## src/rtl/ipi_pkg.sv

```systemverilog
package ipi_pkg;

   typedef enum logic [1:0] {
      IPI_OP_STATUS  = 2'b00,
      IPI_OP_RAISE   = 2'b01,
      IPI_OP_SOURCES = 2'b10,
      IPI_OP_ACK     = 2'b11
   } ipi_op_e;

endpackage

```

## src/rtl/ipi_pend_matrix.sv

```systemverilog
module ipi_pend_matrix #(
   parameter int NUM_CORES = 4,
   parameter int ID_W      = (NUM_CORES > 1) ? $clog2(NUM_CORES) : 1,
   localparam int CELLS    = NUM_CORES * NUM_CORES
) (
   input  logic             clk,
   input  logic             rst_n,
   input  logic             set_en,
   input  logic [ID_W-1:0]  set_sender,
   input  logic [ID_W-1:0]  set_target,
   input  logic             clr_en,
   input  logic [ID_W-1:0]  clr_sender,
   input  logic [ID_W-1:0]  clr_target,
   output logic [CELLS-1:0] pend
);

   // cell index is target*NUM_CORES + sender
   for (genvar t = 0; t < NUM_CORES; t++) begin : g_tgt
      for (genvar s = 0; s < NUM_CORES; s++) begin : g_snd
         logic hit_set, hit_clr;
         assign hit_set = set_en && (set_sender == ID_W'(s)) && (set_target == ID_W'(t));
         assign hit_clr = clr_en && (clr_sender == ID_W'(s)) && (clr_target == ID_W'(t));

         always_ff @(posedge clk or negedge rst_n) begin
            if (!rst_n)       pend[t*NUM_CORES+s] <= 1'b0;
            else if (hit_set) pend[t*NUM_CORES+s] <= 1'b1;
            else if (hit_clr) pend[t*NUM_CORES+s] <= 1'b0;
         end


         pend_rise_src_chk: assert property (@(posedge clk) disable iff (!rst_n)
            $rose(pend[t*NUM_CORES+s]) |-> $past(set_en && set_sender == ID_W'(s)
                                                 && set_target == ID_W'(t)));

         pend_ack_clear_chk: assert property (@(posedge clk) disable iff (!rst_n)
            (clr_en && clr_sender == ID_W'(s) && clr_target == ID_W'(t)) |=> !pend[t*NUM_CORES+s]);

         pend_sticky_chk: assert property (@(posedge clk) disable iff (!rst_n)
            (pend[t*NUM_CORES+s] && !(clr_en && clr_sender == ID_W'(s)
                                      && clr_target == ID_W'(t))) |=> pend[t*NUM_CORES+s]);
      end
   end

endmodule

```

## src/rtl/ipi_irq_reduce.sv

```systemverilog
module ipi_irq_reduce #(
   parameter int NUM_CORES = 4,
   localparam int CELLS    = NUM_CORES * NUM_CORES
) (
   input  logic [CELLS-1:0]     pend,
   output logic [NUM_CORES-1:0] irq
);

   for (genvar t = 0; t < NUM_CORES; t++) begin : g_line
      assign irq[t] = |pend[t*NUM_CORES +: NUM_CORES];
   end

endmodule

```

## src/rtl/ipi_readback.sv

```systemverilog
module ipi_readback
   import ipi_pkg::*;
#(
   parameter int NUM_CORES = 4,
   parameter int ID_W      = (NUM_CORES > 1) ? $clog2(NUM_CORES) : 1,
   localparam int CELLS    = NUM_CORES * NUM_CORES
) (
   input  logic                 clk,
   input  logic                 rst_n,
   input  logic                 cmd_valid,
   input  ipi_op_e              cmd_op,
   input  logic [ID_W-1:0]      cmd_core,
   input  logic [ID_W-1:0]      cmd_arg,
   input  logic [CELLS-1:0]     pend,
   output logic [NUM_CORES-1:0] rb_data
);

   logic [NUM_CORES-1:0] rb_next;
   logic                 pair_bit;

   assign pair_bit = pend[int'(cmd_arg)*NUM_CORES + int'(cmd_core)];

   always_comb begin
      rb_next = '0;
      unique case (cmd_op)
         IPI_OP_STATUS:  rb_next[0] = pair_bit;
         IPI_OP_SOURCES: rb_next    = pend[int'(cmd_core)*NUM_CORES +: NUM_CORES];
         default:        rb_next    = '0;
      endcase
   end

   always_ff @(posedge clk or negedge rst_n) begin
      if (!rst_n)         rb_data <= '0;
      else if (cmd_valid) rb_data <= rb_next;
   end


   rb_status_nonzero_chk: assert property (@(posedge clk) disable iff (!rst_n)
      (cmd_valid && cmd_op == IPI_OP_STATUS && pair_bit) |=> (rb_data == NUM_CORES'(1)));

   rb_hold_chk: assert property (@(posedge clk) disable iff (!rst_n)
      !cmd_valid |=> $stable(rb_data));

   rb_zero_chk: assert property (@(posedge clk) disable iff (!rst_n)
      (cmd_valid && (cmd_op == IPI_OP_RAISE || cmd_op == IPI_OP_ACK)) |=> (rb_data == '0));

endmodule

```

## src/rtl/ipi_unit.sv

```systemverilog
module ipi_unit
   import ipi_pkg::*;
#(
   parameter int NUM_CORES = 4,
   localparam int ID_W     = (NUM_CORES > 1) ? $clog2(NUM_CORES) : 1,
   localparam int CELLS    = NUM_CORES * NUM_CORES
) (
   input  logic                 clk,
   input  logic                 rst_n,
   input  logic                 cmd_valid,
   input  logic [ID_W-1:0]      cmd_core,
   input  logic [1:0]           cmd_op,
   input  logic [ID_W-1:0]      cmd_arg,
   output logic [NUM_CORES-1:0] rb_data,
   output logic [NUM_CORES-1:0] irq_out
);

   if (NUM_CORES < 2 || NUM_CORES > 32) begin : g_bad_cfg
      $error("ipi_unit: NUM_CORES must lie in 2..32");
   end

   ipi_op_e          op;
   logic             raise_en, ack_en;
   logic [CELLS-1:0] pend;

   assign op       = ipi_op_e'(cmd_op);
   assign raise_en = cmd_valid && (op == IPI_OP_RAISE);
   assign ack_en   = cmd_valid && (op == IPI_OP_ACK);

   ipi_pend_matrix #(.NUM_CORES(NUM_CORES), .ID_W(ID_W)) u_matrix (
      .clk        (clk),
      .rst_n      (rst_n),
      .set_en     (raise_en),
      .set_sender (cmd_core),
      .set_target (cmd_arg),
      .clr_en     (ack_en),
      .clr_sender (cmd_arg),
      .clr_target (cmd_core),
      .pend       (pend)
   );

   ipi_irq_reduce #(.NUM_CORES(NUM_CORES)) u_reduce (
      .pend (pend),
      .irq  (irq_out)
   );

   ipi_readback #(.NUM_CORES(NUM_CORES), .ID_W(ID_W)) u_rb (
      .clk       (clk),
      .rst_n     (rst_n),
      .cmd_valid (cmd_valid),
      .cmd_op    (op),
      .cmd_core  (cmd_core),
      .cmd_arg   (cmd_arg),
      .pend      (pend),
      .rb_data   (rb_data)
   );


   irq_raise_chk: assert property (@(posedge clk) disable iff (!rst_n)
      raise_en |=> irq_out[$past(cmd_arg)]);

   idle_irq_stable_chk: assert property (@(posedge clk) disable iff (!rst_n)
      !cmd_valid |=> $stable(irq_out));

   for (genvar t = 0; t < NUM_CORES; t++) begin : g_line_chk

      irq_fall_by_ack_chk: assert property (@(posedge clk) disable iff (!rst_n)
         $fell(irq_out[t]) |-> $past(ack_en && cmd_core == ID_W'(t)));
   end

endmodule

```

## config.mk

```make
export PLATFORM = sky130hd
export DESIGN_NAME = ipi_unit
export DESIGN_NICKNAME = d
export VERILOG_FILES = /design/src/rtl/ipi_pkg.sv /design/src/rtl/ipi_pend_matrix.sv /design/src/rtl/ipi_irq_reduce.sv /design/src/rtl/ipi_readback.sv /design/src/rtl/ipi_unit.sv
export SDC_FILE = /design/constraint.sdc
export NUM_CORES = 1
export LEC_CHECK = 0
export BUFFER_PORTS_ARGS = -buffer_cell sky130_fd_sc_hd__buf_2
export CAP_MARGIN = 10
export CORE_ASPECT_RATIO = 0.75
export CORE_MARGIN = 8
export CORE_UTILIZATION = 60
export CTS_BUF_LIST = sky130_fd_sc_hd__clkbuf_4
export DETAILED_ROUTE_END_ITERATION = 6
export GPL_TIMING_DRIVEN = 0
export PLACE_DENSITY = 0.82
export SLEW_MARGIN = 0
export SYNTH_ARGS = -nofsm -noshare
export SYNTH_HDL_FRONTEND = slang
export SYNTH_SLANG_ARGS = --single-unit
```

## constraint.sdc

```tcl
create_clock -name clk -period 2.45 [get_ports clk]
set_clock_uncertainty 0.2 [all_clocks]
set_input_delay 0.245 -clock clk [delete_from_list [all_inputs] [get_ports clk]]
set_output_delay 0.245 -clock clk [all_outputs]
set_load 0.03 [all_outputs]
```

==> impl_metrics.env <==
export IMPL_track_usage=0.173
export IMPL_io_pins=17
export IMPL_yosys_top_cells_count="dfrtp_1 (20), a21oi_1 (18), o21ai_0 (18)"
export IMPL_cts_root_buf="clkbuf_4"
export IMPL_placedCellCount=174
export IMPL_fmax_mhz=515
export IMPL_final_cells=179
export IMPL_required_ns=2.01
export IMPL_critPathKind="flip-flop to output port"
export IMPL_initial_core_util=0.630
export IMPL_crit_arrival_ns=1.50
export IMPL_cts_buffers=3
export IMPL_endpoint="irq_out[1]"
export IMPL_die_y_um=55.7
export IMPL_num_fill_cells=164
export IMPL_yosys_warnings=0
export IMPL_h_tree_depth=1
export IMPL_clock_power_share=0.241
export IMPL_worstRegToRegCells=4
export IMPL_ctsResizeCount=0
export IMPL_vias=1199
export IMPL_grt_max_degree=21
export IMPL_drtIter0Drc=93
export IMPL_switching_power_uw=209
export IMPL_setup_viol=0
export IMPL_postSynthCellCount=136
export IMPL_ant_nets=0
export IMPL_worstSetupStartpoint="u_matrix.pend[4]"
export IMPL_crit_chain="or4_1, buf_2"
export IMPL_reg2reg_setup_slack_ns=0.85
export IMPL_p_sw_frac=0.308
export IMPL_ir_drop_v=0.000440
export IMPL_clock_path_buffers=2
export IMPL_worst_pin_slew_ns=0.486
export IMPL_finalCritPeriodShare=0.792
export IMPL_p_int_uw=471
export IMPL_syn_nets=145
export IMPL_yosys_cell_count_top_type="dfrtp_1"
export IMPL_antenna_found_initial=0
export IMPL_synth_area_top_cells="dfrtp_1 (40%), mux4_1 (8.3%), a21oi_1 (7.2%)"
export IMPL_dieArea_um2=3830
export IMPL_final_nets=165
export IMPL_netlist_area_um2=1260
export IMPL_startpoint_type="flip-flop"
export IMPL_clock_latency_ns=0.31
export IMPL_power_density_nw_per_um2=488
export IMPL_dp_hpwl_mm=2.31
export IMPL_post_synth_num_cell_types=30
export IMPL_core_um2=2000
export IMPL_status="completed"
export IMPL_synth_top_area_frac=0.398
export IMPL_io_buffers=14
export IMPL_slew_headroom=0.676
export IMPL_maxSlewViolCount=0
export IMPL_r2r_end="u_rb.rb_data[0]"
export IMPL_finalCriticalPeriod_ns=1.94
export IMPL_cts_tree="done"
export IMPL_endpoint_kind="output port"
export IMPL_postSynth_asyncResetShare=1.00
export IMPL_slowest_delay_ns=0.55
export IMPL_vias_per_cell=6.70
export IMPL_final_hold_viol_count=0
export IMPL_seqPwrFrac=0.549
export IMPL_crit_slowest_cell="or4_1"
export IMPL_synth_ff_type="dfrtp_1"
export IMPL_rows=14
export IMPL_rsz0062_at_grt="false"
export IMPL_timing_rr_start="u_matrix.pend[12]"
export IMPL_combPwrFrac=0.209
export IMPL_yosysTopAreaCell="dfrtp_1"
export IMPL_dp_slack_ns=0.768
export IMPL_antennaDiodeCount=0
export IMPL_max_cap_violations=0
export IMPL_routed_wl_mm=3.16
export IMPL_avgSynthCellArea_um2=9.26
export IMPL_fin_total_pwr_uw=681
export IMPL_worst_slack_ns=0.509
export IMPL_grt_overflow_total=0
export IMPL_p_leak_uw=0.000564
export IMPL_routabilityCongestion=0.993
export IMPL_fin_setup_tns_ns=0
export IMPL_layout_drive_gt1_share=0.174
export IMPL_ys_seq_area_frac=0.398
export IMPL_die_w_um=68.9
export IMPL_synth_edff_count=0
export IMPL_cts_clk_slew_worst_paths_ns=0.11
export IMPL_first_global_vias=1170
export IMPL_hold_path_class="input pin to flip-flop"
export IMPL_clkSinkCount=20
export IMPL_dr_pass1_iters=5
export IMPL_crit_path_max_fanout=5
export IMPL_drc=0
export IMPL_post_drt_wl_per_cell_um=17.6
export IMPL_grt_pass1_wl_mm=5.25
export IMPL_area_growth_pct=10.8
export IMPL_synth_seq_cells=20
export IMPL_utilization=0.699
## worst min-delay path by stage
stage | slack, ns | start | cells after the start | to
6_report | 0.09 | cmd_op[0] | 3 | u_matrix.pend[10]
5_1_grt | 0.10 | cmd_op[0] | 3 | u_matrix.pend[10]
4_1_cts | 0.1 | cmd_op[0] | 3 | u_matrix.pend[10]
3_5_place_dp | 0.01 | rst_n | 1 | u_matrix.pend[0]
3_3_place_gp | 0.009 | rst_n | 1 | u_matrix.pend[10]
2_1_floorplan | -0.25 | rst_n | 0 | u_matrix.pend[0]
## metal layers
layer	GRT usage	up-vias	routed length, um
li1	-	553	-
met1	0.225	556	1260
met2	0.259	76	1470
met3	0.0584	14	363
met4	0.0600	0	62
met5	0	-	0
## power by group through the flow
stage                     registers, uW  clock network, uW  logic, uW
after CTS                           374                167        142
final                               374                164        142
after floorplan                     383                  0       92.0
after detailed placement            380                  0        140
after global placement              379                  0        136
after global routing                377                175        156
## critical path, delay by kind of cell (launching register included)
family                 cells  cell delay (ns)
DFF                        1             0.45
and+or+nand+nor            1             0.55
buffers and inverters      1             0.20
## cell type report
type | instances | area (um^2) | share of cell area
multi-input cells | 99 | 673 | 0.483
flip-flops and latches | 20 | 500 | 0.359
repair buffers | 15 | 80.1 | 0.0574
plain buffers | 11 | 62.6 | 0.0448
well taps | 24 | 30.0 | 0.0215
clock buffers | 3 | 22.5 | 0.0161
inverters | 6 | 22.5 | 0.0161
clock inverters | 1 | 3.75 | 0.00269
## stage by stage
stage | area, um^2 | hold WS, ns
after global routing | 1400 | 0.103
final | 1400 | 0.0936
after detailed placement | 1360 | 0.0131
after floorplan | 1260 | -0.251
after global placement | 1360 | 0.00872
after CTS | 1400 | 0.0976
## cells in the final DEF, fill, tap and decap left out, types with 3 or more instances in the layout
cell type	n
a31oi_1	5
clkbuf_1	4
or4_1	4
buf_2	19
nand3_1	9
mux4_1	4
o21ai_0	18
mux2i_1	3
inv_1	6
nand2_1	5
nand2b_1	3
clkbuf_4	3
dfrtp_1	20
nor3_1	4
a21oi_1	18
nor2_1	9
## repair_timing
item | CTS | global route
hold buffers | 1 | 0
hold endpoints to repair | 20 | 0
setup buffers | 0 | 0
setup endpoints to repair | 0 | 0
## state kept, by name (all words and copies together), names as in the netlist
signal,flops
u_matrix.pend,16
u_rb.rb_data,4
## kinds of logic (layout without fill, tap and decap cells)
| kind of cell | count (synthesis) | count (layout) | share of synthesized area |
|---|---|---|---|
| muxes | 10 | 10 | 0.152 |
| and+or+nand+nor | 44 | 44 | 0.189 |
| AOI/OAI and AO/OA | 45 | 45 | 0.194 |
| buffers and inverters | 17 | 36 | 0.0676 |
| DFF | 20 | 20 | 0.398 |
Power figures use the tool's default switching activity.
